## src/rtl/hsk_pio_pkg.sv

```systemverilog
package hsk_pio_pkg;
    typedef enum logic [1:0] {
        PC_IN   = 2'b00,
        PC_HSA  = 2'b01,
        PC_HSAB = 2'b10,
        PC_OUT  = 2'b11
    } pc_mode_t;

    typedef enum logic [2:0] {
        HS_OFF    = 3'd0,
        IN_WAIT   = 3'd1,
        IN_STB    = 3'd2,
        IN_FULL   = 3'd3,
        OUT_EMPTY = 3'd4,
        OUT_FULL  = 3'd5
    } hs_state_t;
endpackage

```

## src/rtl/hsk_sync.sv

```systemverilog
module hsk_sync #(
    parameter int STAGES = 2
) (
    input  logic clk,
    input  logic rst_n,
    input  logic d,
    output logic q
);
    logic [STAGES-1:0] chain;

    always_ff @(posedge clk or negedge rst_n) begin
        if (!rst_n) chain <= '1;
        else        chain <= {chain[STAGES-2:0], d};
    end

    assign q = chain[STAGES-1];
endmodule

```

## src/rtl/hsk_chan.sv

```systemverilog
module hsk_chan
    import hsk_pio_pkg::*;
#(
    parameter int W = 8
) (
    input  logic         clk,
    input  logic         rst_n,
    input  logic         dir_out,
    input  logic         hs_en,
    input  logic         int_en,
    input  logic         wr,
    input  logic         rd,
    input  logic [W-1:0] wdata,
    input  logic [W-1:0] pin_in,
    input  logic         stb_n,
    output logic [W-1:0] rdata,
    output logic [W-1:0] pin_out,
    output logic [W-1:0] pin_oe,
    output logic         bf,
    output logic         intr
);
    hs_state_t    state, nxt;
    logic [W-1:0] out_q, in_q;
    logic         intr_q, stb_prev;
    logic         stb_fall, stb_rise, state_is_out, entry;

    assign stb_fall     = stb_prev & ~stb_n;
    assign stb_rise     = ~stb_prev & stb_n;
    assign state_is_out = (state == OUT_EMPTY) || (state == OUT_FULL);
    assign entry        = (state == HS_OFF) || (state_is_out != dir_out);

    // next-state logic
    always_comb begin
        nxt = state;
        if (!hs_en)      nxt = HS_OFF;
        else if (entry)  nxt = dir_out ? OUT_EMPTY : IN_WAIT;
        else begin
            unique case (state)
                IN_WAIT:   if (stb_fall) nxt = IN_STB;
                IN_STB:    if (stb_rise) nxt = IN_FULL;
                IN_FULL:   if (rd)       nxt = IN_WAIT;
                OUT_EMPTY: if (wr)       nxt = OUT_FULL;
                OUT_FULL:  if (!wr && stb_fall) nxt = OUT_EMPTY;
                default:   nxt = state;
            endcase
        end
    end

    // state register
    always_ff @(posedge clk or negedge rst_n) begin
        if (!rst_n) state <= HS_OFF;
        else        state <= nxt;
    end

    // registered outputs: interrupt, latches, strobe history
    always_ff @(posedge clk or negedge rst_n) begin
        if (!rst_n) begin
            intr_q   <= 1'b0;
            out_q    <= '0;
            in_q     <= '0;
            stb_prev <= 1'b1;
        end else begin
            stb_prev <= stb_n;
            if (!hs_en)                                        intr_q <= 1'b0;
            else if (entry)                                    intr_q <= dir_out;
            else if (state == IN_STB && stb_rise && int_en)    intr_q <= 1'b1;
            else if (state == IN_FULL && rd)                   intr_q <= 1'b0;
            else if (state_is_out && wr)                       intr_q <= 1'b0;
            else if (state == OUT_FULL && stb_fall && int_en)  intr_q <= 1'b1;

            if (!dir_out)  out_q <= '0;
            else if (wr)   out_q <= wdata;

            if (hs_en && !entry && state == IN_WAIT && stb_fall) in_q <= pin_in;
        end
    end

    assign bf      = (state == IN_STB) || (state == IN_FULL) || (state == OUT_FULL);
    assign intr    = intr_q;
    assign pin_out = out_q;
    assign pin_oe  = {W{dir_out}};
    assign rdata   = dir_out ? out_q : (hs_en ? in_q : pin_in);

    AST_OFF_QUIET: assert property (@(posedge clk) disable iff (!rst_n)
        !hs_en |=> (!bf && !intr));
    AST_INPUT_WRITE_IGNORED: assert property (@(posedge clk) disable iff (!rst_n)
        (!dir_out && wr) |=> (pin_out == '0));
    AST_ENTRY_INIT: assert property (@(posedge clk) disable iff (!rst_n)
        (hs_en && state == HS_OFF) |=> (!bf && intr == $past(dir_out)));
    AST_READ_CLEARS: assert property (@(posedge clk) disable iff (!rst_n)
        (hs_en && !dir_out && state == IN_FULL && rd) |=> (!bf && !intr));
    AST_WRITE_FILLS: assert property (@(posedge clk) disable iff (!rst_n)
        (hs_en && dir_out && state_is_out && wr) |=> (bf && !intr));
    AST_SAME_VALUE_STABLE: assert property (@(posedge clk) disable iff (!rst_n)
        (dir_out && wr && wdata == pin_out) |=> $stable(pin_out));
endmodule

```

## src/rtl/hsk_pio.sv

```systemverilog
module hsk_pio
    import hsk_pio_pkg::*;
#(
    parameter int W           = 8,
    parameter int SYNC_STAGES = 2
) (
    input  logic         clk,
    input  logic         rst_n,
    input  logic [5:0]   cmd_port,
    input  logic [W-1:0] wr_data,
    input  logic         wr_a,
    input  logic         wr_b,
    input  logic         wr_c,
    input  logic         rd_a,
    input  logic         rd_b,
    input  logic         rd_c,
    output logic [W-1:0] rd_a_data,
    output logic [W-1:0] rd_b_data,
    output logic [5:0]   rd_c_data,
    output logic [5:0]   status,
    input  logic [W-1:0] pa_in,
    output logic [W-1:0] pa_out,
    output logic [W-1:0] pa_oe,
    input  logic [W-1:0] pb_in,
    output logic [W-1:0] pb_out,
    output logic [W-1:0] pb_oe,
    input  logic [5:0]   pc_in,
    output logic [5:0]   pc_out,
    output logic [5:0]   pc_oe
);
    localparam int NCH = 2;
    localparam int CW  = 6;

    pc_mode_t mode;
    logic [CW-1:0] pc_q;
    logic [NCH-1:0] ch_hs, ch_dir, ch_en, ch_wr, ch_rd, ch_bf, ch_intr, ch_stb;
    logic [NCH-1:0][W-1:0] ch_pin_in, ch_pin_out, ch_pin_oe, ch_rdata;

    assign mode      = pc_mode_t'(cmd_port[3:2]);
    assign ch_hs[0]  = (mode == PC_HSA) || (mode == PC_HSAB);
    assign ch_hs[1]  = (mode == PC_HSAB);
    assign ch_dir    = cmd_port[1:0];
    assign ch_en     = cmd_port[5:4];
    assign ch_wr     = {wr_b, wr_a};
    assign ch_rd     = {rd_b, rd_a};
    assign ch_pin_in = {pb_in, pa_in};

    for (genvar gi = 0; gi < NCH; gi++) begin : g_ch
        hsk_sync #(.STAGES(SYNC_STAGES)) u_sync (
            .clk(clk), .rst_n(rst_n), .d(pc_in[gi*3+2]), .q(ch_stb[gi]));
        hsk_chan #(.W(W)) u_chan (
            .clk(clk), .rst_n(rst_n), .dir_out(ch_dir[gi]), .hs_en(ch_hs[gi]),
            .int_en(ch_en[gi]), .wr(ch_wr[gi]), .rd(ch_rd[gi]), .wdata(wr_data),
            .pin_in(ch_pin_in[gi]), .stb_n(ch_stb[gi]), .rdata(ch_rdata[gi]),
            .pin_out(ch_pin_out[gi]), .pin_oe(ch_pin_oe[gi]),
            .bf(ch_bf[gi]), .intr(ch_intr[gi]));
    end

    // port C latch: cleared and write-protected in all-input mode
    always_ff @(posedge clk or negedge rst_n) begin
        if (!rst_n)               pc_q <= '0;
        else if (mode == PC_IN)   pc_q <= '0;
        else if (wr_c)            pc_q <= wr_data[CW-1:0];
    end

    always_comb begin
        pc_out = pc_q;
        pc_oe  = (mode == PC_IN) ? '0 : '1;
        for (int i = 0; i < NCH; i++) begin
            if (ch_hs[i]) begin
                pc_out[i*3]   = ch_intr[i];
                pc_out[i*3+1] = ch_bf[i];
                pc_out[i*3+2] = 1'b0;
                pc_oe[i*3+2]  = 1'b0;
            end
        end
    end

    assign rd_c_data = (pc_oe & pc_out) | (~pc_oe & pc_in);
    assign rd_a_data = ch_rdata[0];
    assign rd_b_data = ch_rdata[1];
    assign pa_out    = ch_pin_out[0];
    assign pa_oe     = ch_pin_oe[0];
    assign pb_out    = ch_pin_out[1];
    assign pb_oe     = ch_pin_oe[1];
    assign status    = {ch_en[1], ch_bf[1], ch_intr[1], ch_en[0], ch_bf[0], ch_intr[0]};

    AST_STROBE_PIN_UNDRIVEN: assert property (@(posedge clk) disable iff (!rst_n)
        ch_hs[0] |-> !pc_oe[2]);
    AST_C_INPUT_CLEARS: assert property (@(posedge clk) disable iff (!rst_n)
        (mode == PC_IN && wr_c) |=> (pc_q == '0));
    AST_STATUS_NO_HS: assert property (@(posedge clk) disable iff (!rst_n)
        (mode == PC_IN) |=> (status[4:3] == 2'b00 && status[1:0] == 2'b00));
endmodule

```

## config.mk

```make
export PLATFORM = sky130hd
export DESIGN_NAME = hsk_pio
export DESIGN_NICKNAME = d
export VERILOG_FILES = /design/src/rtl/hsk_pio_pkg.sv /design/src/rtl/hsk_sync.sv /design/src/rtl/hsk_chan.sv /design/src/rtl/hsk_pio.sv
export SDC_FILE = /design/constraint.sdc
export NUM_CORES = 1
export LEC_CHECK = 0
export ABC_AREA = 1
export BUFFER_PORTS_ARGS = -buffer_cell sky130_fd_sc_hd__buf_4
export CORE_MARGIN = 8
export CORE_UTILIZATION = 50
export DETAILED_ROUTE_END_ITERATION = 8
export PLACE_DENSITY = 0.79
export SKIP_CTS_REPAIR_TIMING = 1
export SKIP_LAST_GASP = 1
export SYNTH_ARGS = -nofsm -noshare
export SYNTH_HDL_FRONTEND = slang
export SYNTH_HIERARCHICAL = 1
export SYNTH_SLANG_ARGS = --single-unit
```

## constraint.sdc

```tcl
create_clock -name clk -period 2.85 [get_ports clk]
set_input_delay 0.285 -clock clk [delete_from_list [all_inputs] [get_ports clk]]
set_output_delay 0.285 -clock clk [all_outputs]
set_load 0.05 [all_outputs]
```

==> results.yml <==
outcome:
  outcome: "finished with violations"
  failed_checks: "hold timing"
routing:
  drt-total-wl_um: 9050
  drt_iter0_markers: 151
  firstDrtPassIters: 4
  ant_nets: 0
  vias_per_cell: 5.31
  vias: 3300
  detail_route.wl_per_cell_um: 14.6
  drc: 0
sta:
  finalMaxSlewViolations: 0
  tightest_slew_ns: 0.658
  skew_ns: 0.00670
  finalSetupTns_ns: 0
  fin_crit_sh: 0.700
  holdWs_ns: -0.000502
  rsz0062_at_grt: "false"
  fmax_mhz: 501
  fin_crit_ns: 2.00
  finalHoldViolCount: 1
  setup_viol: 0
  relSlewSlack: 0.561
die:
  initial_core_util: 0.521
  die_y_um: 97.6
  io_pins: 116
  dieArea_sq_um: 9520
  core-area_sq_um: 6390
  die_w_um: 97.6
  rows: 29
critical_path:
  cp.required_ns: 2.57
  start_kind: "flip-flop"
  worstPathArrival_ns: 1.71
  path_max_fanout: 10
  endpoint_kind: "output port"
  crit_start: "g_ch[0].u_chan/state[2]"
  crit_type: "reg2out"
  r2r-start: "g_ch[1].u_chan/state[2]"
global_routing:
  grt_usage: 0.188
  antenna_found_initial: 0
  grt.overflow.total: 0
  grt_max_degree: 53
  grt_pass1_wl_um: 15200
  grt_pass1_vias: 3231
placed_design:
  dpl.hpwl_um: 6960
  io_buffers: 114
  placed_area_sq_um: 4030
  gp_congestion: 0.893
layout:
  drive_above_1_share: 0.285
  seq_area_sq_um: 1310
  diodes: 0
  finish.instance_area_sq_um: 4120
  num-nets-final: 591
  multiInputGateArea_sq_um: 1530
  postLayoutCoreUtil: 0.645
  syn2layout_area_growth_pct: 23.8
  fill_cells: 598
clock_tree:
  cts_buffers: 5
  clk_pin_slew_ns: 0.10
  cts_tree: "done"
  insertion_delay_ns: 0.31
  cts_root_buf: "clkbuf_8"
  cts_sinks: 52
  clk_path_buf_depth: 2
  h-tree-depth: 2
min_path:
  hp-class: "in2async"
logic_synthesis:
  synthesis.nets: 507
  synth_edf_count: 0
  synthDistinctLibCells: 32
  ys_seq_area_frac: 0.393
  ys.flop_type: "dfrtp_1"
  async_flop_share: 1.00
  yosys_warnings: 6
  syn_area_per_cell_sq_um: 7.25
  ys_ff_latch: 52
  synth_top_area_share: 0.346
  yosys.area.top_type: "dfrtp_1"
  netlist_area_sq_um: 3330
  synth_area_leaders: "dfrtp_1 (35%), nand2_1 (15%), nand3_1 (8.6%)"
  synth_common_cells: "nand2_1 (136), nand3_1 (57), inv_1 (52), dfrtp_1 (46), o21ai_0 (26)"
  synth.most_common_cell: "nand2_1"
  syn_inst: 459
pwr:
  p_leak_nw: 2.25
  power_density_nw_per_um2: 515
  vdd_drop_max_uv: 291
run:
  maxCapViolCount: 0
-- final timing paths --
check | endpoint | slack [ns] | depth (start not counted)
max | pc_out[1] | 0.85 | 7
min | g_ch[1].u_chan/in_q[7] | -0.0005 | 1
max reg2reg | g_ch[1].u_chan/in_q[3] | 1.04 | 7
min reg2reg | g_ch[1].u_sync/chain[1] | 0.36 | 0
max in group asynchronous | g_ch[0].u_chan/in_q[1] | 2.41 | 1
min in group clk | g_ch[1].u_sync/chain[0] | 0.08 | 1
-- cell usage in the layout, fill, tap and decap left out, types with 6 or more instances in the layout --
master	n
a21oi_1	17
a22oi_1	13
buf_4	116
dfrtp_1	46
dfstp_2	6
inv_1	52
nand2_1	136
nand2_2	6
nand3_1	57
nor2_1	23
o21ai_0	26
-- cell type report --
type                       instances  area share
timing repair buffer             116       0.211
tap                               77      0.0234
clock buffer                       5      0.0167
clock inverter                     3     0.00516
multi-input combinational        309       0.371
inverter                          59      0.0550
sequential                        52       0.318
-- critical path: stages (launching register included) --
cell and delay, ns:
dfrtp_1 0.62, inv_4 0.11, nand2_1 0.12, nand2_1 0.10, inv_1 0.06, nand2_1 0.05
and2_1 0.15, buf_4 0.18
-- metrics by stage --
| step | total power [mW] | std cells | worst slack (ns) | hold WS, ns |
|---|---|---|---|---|
| final | 2.12 | 621 | 0.855 | -0.000502 |
| after detailed placement | 1.71 | 613 | 0.894 | 0.348 |
| after global routing | 2.25 | 621 | 0.712 | 0.0519 |
| after floorplan | 1.48 | 459 | 0.540 | -0.0106 |
| after global placement | 1.69 | 613 | 0.886 | 0.346 |
| after CTS | 2.15 | 621 | 0.850 | 0.0201 |
-- logic make-up (layout without fill, tap and decap cells) --
group,after synthesis,count (layout),synth area share
AND/OR/NAND/NOR,241,241,0.333
flip-flops,52,52,0.393
buffers and inverters,98,183,0.148
adder cells (fa/ha/maj),4,4,0.0150
AO/OA/AOI/OAI,64,64,0.111
-- flip-flops by register name, summed over array words and instances (netlist names) --
signal	flops
g_ch.u_chan/pin_out	16
g_ch.u_chan/state	6
pc_q	6
g_ch.u_sync/chain	4
g_ch.u_chan/in_q	16
g_ch.u_chan/intr	2
g_ch.u_chan/stb_prev	2
-- layer usage --
metal  global-route usage  wire length [um]
met5                    0                 0
met4               0.0548               113
met3               0.0562               683
met2                0.317              4410
met1                0.225              3850
-- report_power, final --
group	total (mW)	internal, mW	switching (mW)
combinational	0.823	0.248	0.575
clock	0.433	0.175	0.258
sequential	0.866	0.806	0.0594
No activity file was read; power rests on OpenSTA's default activity.
